$ cat config.mk
export PLATFORM = sky130hd
export DESIGN_NAME = seg_xlat_top
export DESIGN_NICKNAME = d
export VERILOG_FILES = /design/src/rtl/seg_xlat_pkg.sv /design/src/rtl/seg_sel_decode.sv /design/src/rtl/seg_priv_check.sv /design/src/rtl/seg_lin_calc.sv /design/src/rtl/seg_xlat_top.sv
export SDC_FILE = /design/constraint.sdc
export NUM_CORES = 1
export LEC_CHECK = 0
export BUFFER_PORTS_ARGS = -buffer_cell sky130_fd_sc_hd__buf_2
export CORE_MARGIN = 2
export CORE_UTILIZATION = 40
export DETAILED_ROUTE_END_ITERATION = 8
export REMOVE_ABC_BUFFERS = 1
export SETUP_SLACK_MARGIN = 0.3
export SLEW_MARGIN = 20
export SYNTH_ARGS = -nofsm -noshare
export SYNTH_HDL_FRONTEND = slang
export SYNTH_SLANG_ARGS = --single-unit
$ cat constraint.sdc
create_clock -name clk -period 9.95 [get_ports clk]
set_input_delay 1.4925 -clock clk [delete_from_list [all_inputs] [get_ports clk]]
set_output_delay 1.4925 -clock clk [all_outputs]
set_load 0.01 [all_outputs]
$ cat src/rtl/seg_xlat_pkg.sv
package seg_xlat_pkg;
    localparam int SEL_W   = 16;
    localparam int ADDR_W  = 32;
    localparam int LIM_W   = 16;
    localparam int NSEG    = 6;
    localparam int SEGID_W = 3;
    localparam int DESC_W  = ADDR_W + 3;

    localparam logic [SEGID_W-1:0] SEG_CODE   = 3'd1;
    localparam logic [SEGID_W-1:0] SEG_KEEP_A = 3'd4;
    localparam logic [SEGID_W-1:0] SEG_KEEP_B = 3'd5;

    typedef enum logic [1:0] {
        MODE_REAL = 2'd0,
        MODE_PROT = 2'd1,
        MODE_LONG = 2'd2
    } xmode_e;

    typedef enum logic [2:0] {
        FLT_NONE    = 3'd0,
        FLT_LIMIT   = 3'd1,
        FLT_NOTPRES = 3'd2,
        FLT_PRIV    = 3'd3,
        FLT_TABLE   = 3'd4
    } lfault_e;

    typedef enum logic {
        ST_IDLE  = 1'b0,
        ST_FETCH = 1'b1
    } st_e;

    typedef struct packed {
        logic [SEL_W-1:0]  sel;
        logic [ADDR_W-1:0] base;
        logic              nul;
    } seg_entry_t;
endpackage

$ cat src/rtl/seg_sel_decode.sv
module seg_sel_decode
    import seg_xlat_pkg::*;
(
    input  logic [SEL_W-1:0]  sel,
    input  logic              wide_ent,
    input  logic [ADDR_W-1:0] tbl_base,
    input  logic [LIM_W-1:0]  tbl_limit,
    output logic [1:0]        rpl,
    output logic              ti,
    output logic              is_null,
    output logic              lim_ok,
    output logic [ADDR_W-1:0] desc_addr
);
    localparam int IDX_W = SEL_W - 3;
    localparam int OFS_W = IDX_W + 4;
    localparam int CMP_W = (OFS_W + 1 > LIM_W) ? OFS_W + 1 : LIM_W;

    logic [IDX_W-1:0] idx;
    logic [OFS_W-1:0] ofs;
    logic [CMP_W-1:0] last_byte;

    always_comb begin
        rpl       = sel[1:0];
        ti        = sel[2];
        idx       = sel[SEL_W-1:3];
        is_null   = (idx == '0) && !ti;
        ofs       = wide_ent ? {idx, 4'b0000} : {1'b0, idx, 3'b000};
        last_byte = CMP_W'(ofs) + CMP_W'(7);
        lim_ok    = last_byte <= CMP_W'(tbl_limit);
        desc_addr = tbl_base + ADDR_W'(ofs);
    end
endmodule

$ cat src/rtl/seg_priv_check.sv
module seg_priv_check
    import seg_xlat_pkg::*;
(
    input  logic       is_code,
    input  logic [1:0] cpl,
    input  logic [1:0] rpl,
    input  logic [1:0] dpl,
    input  logic       present,
    output lfault_e    fault
);
    logic [1:0] eff;

    always_comb begin
        eff = (cpl > rpl) ? cpl : rpl;
        if (!present)
            fault = FLT_NOTPRES;
        else if (!is_code && (eff > dpl))
            fault = FLT_PRIV;
        else
            fault = FLT_NONE;
    end
endmodule

$ cat src/rtl/seg_lin_calc.sv
module seg_lin_calc
    import seg_xlat_pkg::*;
(
    input  logic [1:0]         mode,
    input  logic [SEGID_W-1:0] seg,
    input  logic [ADDR_W-1:0]  base,
    input  logic               nul,
    input  logic [ADDR_W-1:0]  off,
    output logic [ADDR_W-1:0]  lin,
    output logic               null_flt
);
    localparam int REAL_W = 20;

    logic flat;
    logic [REAL_W-1:0] real_sum;

    always_comb begin
        flat     = (mode == MODE_LONG) && (seg != SEG_KEEP_A) && (seg != SEG_KEEP_B);
        real_sum = base[REAL_W-1:0] + REAL_W'(off[15:0]);
        if (mode == MODE_REAL)
            lin = ADDR_W'(real_sum);
        else if (flat)
            lin = off;
        else
            lin = base + off;
        null_flt = (mode != MODE_REAL) && nul;
    end
endmodule

$ cat src/rtl/seg_xlat_top.sv
module seg_xlat_top
    import seg_xlat_pkg::*;
(
    input  logic               clk,
    input  logic               rst_n,
    input  logic [1:0]         mode,
    input  logic [ADDR_W-1:0]  tbl_base,
    input  logic [LIM_W-1:0]   tbl_limit,
    input  logic               ld_valid,
    input  logic [SEGID_W-1:0] ld_seg,
    input  logic [SEL_W-1:0]   ld_sel,
    output logic               ld_ready,
    output logic               ld_done,
    output logic [2:0]         ld_fault,
    output logic               mem_req,
    output logic [ADDR_W-1:0]  mem_addr,
    input  logic               mem_ack,
    input  logic [DESC_W-1:0]  mem_rdata,
    input  logic               acc_valid,
    input  logic [SEGID_W-1:0] acc_seg,
    input  logic [ADDR_W-1:0]  acc_off,
    output logic               lin_valid,
    output logic [ADDR_W-1:0]  lin_addr,
    output logic               acc_fault
);
    typedef struct packed {
        st_e                         st;
        seg_entry_t [NSEG-1:0]       segs;
        logic [SEGID_W-1:0]          pend_seg;
        logic [SEL_W-1:0]            pend_sel;
        logic [1:0]                  pend_rpl;
        logic                        mem_req;
        logic [ADDR_W-1:0]           mem_addr;
        logic                        ld_done;
        lfault_e                     ld_fault;
        logic                        lin_valid;
        logic [ADDR_W-1:0]           lin_addr;
        logic                        acc_fault;
    } state_t;

    state_t q, d;

    logic              is_real, wide;
    logic [1:0]        dec_rpl;
    logic              dec_ti, dec_null, dec_lim_ok;
    logic [ADDR_W-1:0] dec_addr;
    lfault_e           pf;
    seg_entry_t        acc_ent;
    logic [ADDR_W-1:0] lin_w;
    logic              nulf_w;
    logic              wr_en;
    logic [SEGID_W-1:0] wr_seg;
    seg_entry_t        wr_ent;

    assign is_real = (mode == MODE_REAL);
    assign wide    = (mode == MODE_LONG);

    seg_sel_decode u_dec (
        .sel       (ld_sel),
        .wide_ent  (wide),
        .tbl_base  (tbl_base),
        .tbl_limit (tbl_limit),
        .rpl       (dec_rpl),
        .ti        (dec_ti),
        .is_null   (dec_null),
        .lim_ok    (dec_lim_ok),
        .desc_addr (dec_addr)
    );

    seg_priv_check u_priv (
        .is_code (q.pend_seg == SEG_CODE),
        .cpl     (q.segs[SEG_CODE].sel[1:0]),
        .rpl     (q.pend_rpl),
        .dpl     (mem_rdata[ADDR_W+2:ADDR_W+1]),
        .present (mem_rdata[ADDR_W]),
        .fault   (pf)
    );

    always_comb begin
        acc_ent = '0;
        for (int i = 0; i < NSEG; i++)
            if (SEGID_W'(i) == acc_seg) acc_ent = q.segs[i];
    end

    seg_lin_calc u_lin (
        .mode     (mode),
        .seg      (acc_seg),
        .base     (acc_ent.base),
        .nul      (acc_ent.nul),
        .off      (acc_off),
        .lin      (lin_w),
        .null_flt (nulf_w)
    );

    always_comb begin
        d            = q;
        d.ld_done    = 1'b0;
        d.ld_fault   = FLT_NONE;
        d.lin_valid  = 1'b0;
        d.acc_fault  = 1'b0;
        wr_en        = 1'b0;
        wr_seg       = ld_seg;
        wr_ent       = '0;

        if (acc_valid) begin
            d.lin_valid = 1'b1;
            d.lin_addr  = lin_w;
            d.acc_fault = nulf_w;
        end

        case (q.st)
            ST_IDLE: begin
                if (ld_valid) begin
                    if (is_real) begin
                        d.ld_done = 1'b1;
                        wr_en     = 1'b1;
                        wr_ent    = '{sel: ld_sel, base: ADDR_W'({ld_sel, 4'b0000}), nul: 1'b0};
                    end else if (dec_ti) begin
                        d.ld_done  = 1'b1;
                        d.ld_fault = FLT_TABLE;
                    end else if (dec_null) begin
                        d.ld_done = 1'b1;
                        wr_en     = 1'b1;
                        wr_ent    = '{sel: ld_sel, base: '0, nul: 1'b1};
                    end else if (!dec_lim_ok) begin
                        d.ld_done  = 1'b1;
                        d.ld_fault = FLT_LIMIT;
                    end else begin
                        d.st       = ST_FETCH;
                        d.pend_seg = ld_seg;
                        d.pend_sel = ld_sel;
                        d.pend_rpl = dec_rpl;
                        d.mem_req  = 1'b1;
                        d.mem_addr = dec_addr;
                    end
                end
            end
            ST_FETCH: begin
                if (mem_ack) begin
                    d.st       = ST_IDLE;
                    d.mem_req  = 1'b0;
                    d.ld_done  = 1'b1;
                    d.ld_fault = pf;
                    if (pf == FLT_NONE) begin
                        wr_en  = 1'b1;
                        wr_seg = q.pend_seg;
                        wr_ent = '{sel: q.pend_sel, base: mem_rdata[ADDR_W-1:0], nul: 1'b0};
                    end
                end
            end
            default: d.st = ST_IDLE;
        endcase

        for (int i = 0; i < NSEG; i++)
            if (wr_en && (SEGID_W'(i) == wr_seg)) d.segs[i] = wr_ent;
    end

    always_ff @(posedge clk or negedge rst_n) begin
        if (!rst_n) q <= '0;
        else        q <= d;
    end

    assign ld_ready  = (q.st == ST_IDLE);
    assign ld_done   = q.ld_done;
    assign ld_fault  = q.ld_fault;
    assign mem_req   = q.mem_req;
    assign mem_addr  = q.mem_addr;
    assign lin_valid = q.lin_valid;
    assign lin_addr  = q.lin_addr;
    assign acc_fault = q.acc_fault;


    mem_req_hold_chk: assert property (@(posedge clk) disable iff (!rst_n)
        (mem_req && !mem_ack) |=> (mem_req && $stable(mem_addr)));


    ld_done_origin_chk: assert property (@(posedge clk) disable iff (!rst_n)
        ld_done |-> ($past(ld_valid && ld_ready) || $past(mem_req && mem_ack)));


    long_flat_chk: assert property (@(posedge clk) disable iff (!rst_n)
        (lin_valid && !acc_fault && ($past(mode) == MODE_LONG) && ($past(acc_seg) < SEG_KEEP_A))
        |-> (lin_addr == $past(acc_off)));


    real_wrap_chk: assert property (@(posedge clk) disable iff (!rst_n)
        (lin_valid && ($past(mode) == MODE_REAL)) |-> (lin_addr[ADDR_W-1:20] == '0));


    null_fault_chk: assert property (@(posedge clk) disable iff (!rst_n)
        acc_fault |-> (lin_valid && ($past(mode) != MODE_REAL)));
endmodule

==> flow_summary.yaml <==
setup_path:
  cpLargestDelayFamily: "compound AO/OA/AOI/OAI gates"
  cpPeakStageDelay_ps: 680
  critPathMaxFanout: 36
  end_kind: "flip-flop"
  cp_common_cell: "o21ai_0"
  required_ps: 10350
  cp.arrival_ps: 5900
  criticalPathCategory: "input pin to flip-flop"
  cp_cell_sequence: "buf_4, buf_4, mux4_2, nand2_1, o21ai_0, ha_1, a21oi_1, o21ai_0, o21ba_2, o21ai_0, o31ai_1, a21oi_1, xor2_1, nor3_1, a221o_1"
  startpoint_type: "input pin"
  slowest_stage: "buf_4"
  path_buf_inv: 2
placement:
  dp_worst_setup_slack_ps: 3930
  io_buffer_count: 215
  place_inst: 2255
  place_hpwl_um: 29300
  place_congestion: 0.904
pwr:
  p_total_mw: 3.24
  vdd_drop_max_mv: 0.118
  p_leak_nw: 8.01
  powerDensity_nw_per_um2: 183
timing:
  worst_pin_slew_ps: 1030
  drv_slew: 0
  period_needed_ps: 5500
  fin_tns_setup_ps: 0
  max_slew_margin_pct: 31.1
  fin_hold_ws_ps: 476
  setup_ws_ps: 4450
  hold_viol_final: 0
  post-route-period-util_pct: 55.3
  fmax_ghz: 0.182
  setup_viol: 0
  rsz0062_at_grt: "no"
  worst_clock_skew_ps: 22.2
clock_tree:
  cts_tree: "built"
  cts_sinks: 277
  clkTransAtPathRegs_ps: 50
  cts_buffers: 34
  cts_root_buffer: "clkbuf_16"
  cts.repair.resized: 0
  h-tree-depth: 2
  ctsHoldBuffers: 0
  clk_latency_ps: 520
  clock_path_buffers: 3
  post_cts_buffers: 0
die:
  num_rows: 72
  start_util_pct: 40.5
  die-area_um2: 40700
  die_x_um: 202
  fp.coreArea_um2: 38600
  num_io_pins: 216
  die_y_um: 202
global_routing:
  antenna_found_initial: 5
  overflow: 0
  grt_use_total_pct: 21.1
  grt_start_max_net_pins: 166
  first_global_vias: 12485
  grt_pass1_wl_um: 68700
finish:
  drive_above_1_share_pct: 20.7
  nNetsFinal: 1982
  regArea_um2: 6930
  finalNonFillerCells: 2316
  fillerInstances: 3715
  area_growth_pct: 13.1
  multi_input_area_um2: 7660
synth:
  syn_area_per_cell_um2: 9.43
  synth.distinct_cells: 79
  synth-seq-area-share_pct: 44.3
  yosysTopAreaCell: "dfrtp_1"
  synth_top_area_share_pct: 44.3
  synth-edff-count: 0
  syn_inst: 1659
  synth.area.top_cells: "dfrtp_1 44%, nand2_1 7.2%, o21ai_0 5.2%"
  ys.warnings.count: 0
  syn-cell-area_um2: 15700
  ys.flop_type: "dfrtp_1"
  async_reset_ff_share_pct: 100
  ys_seq_elements: 277
min_path:
  min_path_type: "flip-flop to flip-flop"
flow_run:
  max_cap_viol_count: 0
routing:
  vias: 12209
  drc: 0
  avgRoutedWirePerCell_um: 18.3
  drtIter0Drc: 528
  wl_um: 42500
  drtPass1Iterations: 4
  vias_per_cell: 5.27
  postRouteAntennaNets: 0
status:
  status: "completed"
==> worst reg2reg max path: stages (launching register included) <==
cell and delay, ps:
dfrtp_1 360, inv_1 70, ha_1 300, o22ai_1 200
mux2i_1 220, ha_1 170, nor2b_1 50, o221ai_1 320
nor2b_4 210, buf_4 460, nor3_1 90, nor2_1 150
a21o_2 110, buf_4 590, o21ai_0 240
==> kinds of logic after synthesis <==
family	after synthesis	synth area share, %
and+or+nand+nor	496	13.8
AOI/OAI and AO/OA	488	18.6
DFF	277	44.3
buffers and inverters	197	6.87
muxes	93	8.76
adders and majority gates	65	5.29
xor gates and xnor gates	43	2.41
==> per-stage QoR <==
stage          area, um2  utilization (%)
2_1_floorplan      14700                -
3_3_place_gp       16600             43.0
3_5_place_dp       16600             43.0
4_1_cts            17700             45.8
5_1_grt            17700             45.8
6_report           17700             45.8
==> report_power, final <==
| group | internal, mW | switching (mW) | total (mW) |
|---|---|---|---|
| sequential | 1.28 | 0.0879 | 1.37 |
| combinational | 0.292 | 0.396 | 0.688 |
| clock | 0.697 | 0.482 | 1.18 |
==> flip-flops by register name, summed over array words and instances, names as in the netlist <==
register	flops
lin_valid	1
q	206
mem_req	1
acc_fault	1
ld_done	1
mem_addr	32
lin_addr	32
ld_fault	3
==> cell usage after synthesis, drive strengths merged, types with 10 or more instances <==
cell and n:
a22oi 20, o21ai 267, nor4 10, o21a 12, nor2 82, nor2b 10
nand2b 10, a21o 20, clkbuf 43, nand3 19, o211ai 10, xor2 13
nand2 305, a21oi 88, a211oi 13, dfrtp 277, mux2i 38, inv 44
mux2 22, nor3 16, buf 110, mux4 33, xnor2 30, ha 63
==> cell type report <==
cell class	instances	share of cell area, %
well taps	518	3.66
inverters	44	0.933
clock buffers	49	5.64
multi-input cells	1185	43.3
flip-flops and latches	277	39.2
clock inverters	9	0.339
diodes	3	0.0424
repair buffers	231	6.90
==> metal layers <==
layer | GRT usage [%] | vias to the layer above | wire (um)
met3 | 5.05 | 62 | 2700
met2 | 34.2 | 308 | 19400
met5 | 0 | - | 30
met4 | 5.23 | 4 | 879
met1 | 28.7 | 5802 | 19400
li1 | - | 6033 | -
==> placed cells by master (no fill, tap or decap), drive strengths merged, types with 4 or more instances in the layout <==
cell | Yosys | routed
or2 | 5 | 5
o21a | 12 | 12
and3 | 7 | 7
clkinv | 0 | 4
a31oi | 6 | 6
o31a | 5 | 5
a221o | 4 | 4
xor2 | 13 | 13
mux4 | 33 | 33
o21bai | 5 | 5
dfrtp | 277 | 277
xnor2 | 30 | 30
nand2 | 305 | 305
o21ai | 267 | 267
or3 | 5 | 5
nor3b | 7 | 7
a21oi | 88 | 88
a22oi | 20 | 20
a21boi | 4 | 4
mux2i | 38 | 38
and2 | 7 | 7
buf | 110 | 231
nor2 | 82 | 82
inv | 44 | 46
mux2 | 22 | 22
o211ai | 10 | 10
nor4 | 10 | 10
o2bb2ai | 4 | 4
nand3 | 19 | 19
a211oi | 13 | 13
ha | 63 | 63
nand4 | 6 | 6
nor2b | 10 | 10
a21o | 20 | 20
o31ai | 5 | 5
nor3 | 16 | 16
clkbuf | 43 | 49
nand2b | 10 | 10
==> path summary, 6_finish.rpt <==
path	start	endpoint	slack, ps	depth (start not counted)
max	acc_seg[0]	lin_addr[26]	4450	15
min	q[124]	q[124]	480	2
max reg2reg	q[74]	q[305]	6260	14
min reg2reg	q[124]	q[124]	480	2
max in group asynchronous	rst_n	mem_addr[3]	7470	2
min in group asynchronous	rst_n	q[170]	1010	1
Power figures use the tool's default switching activity.
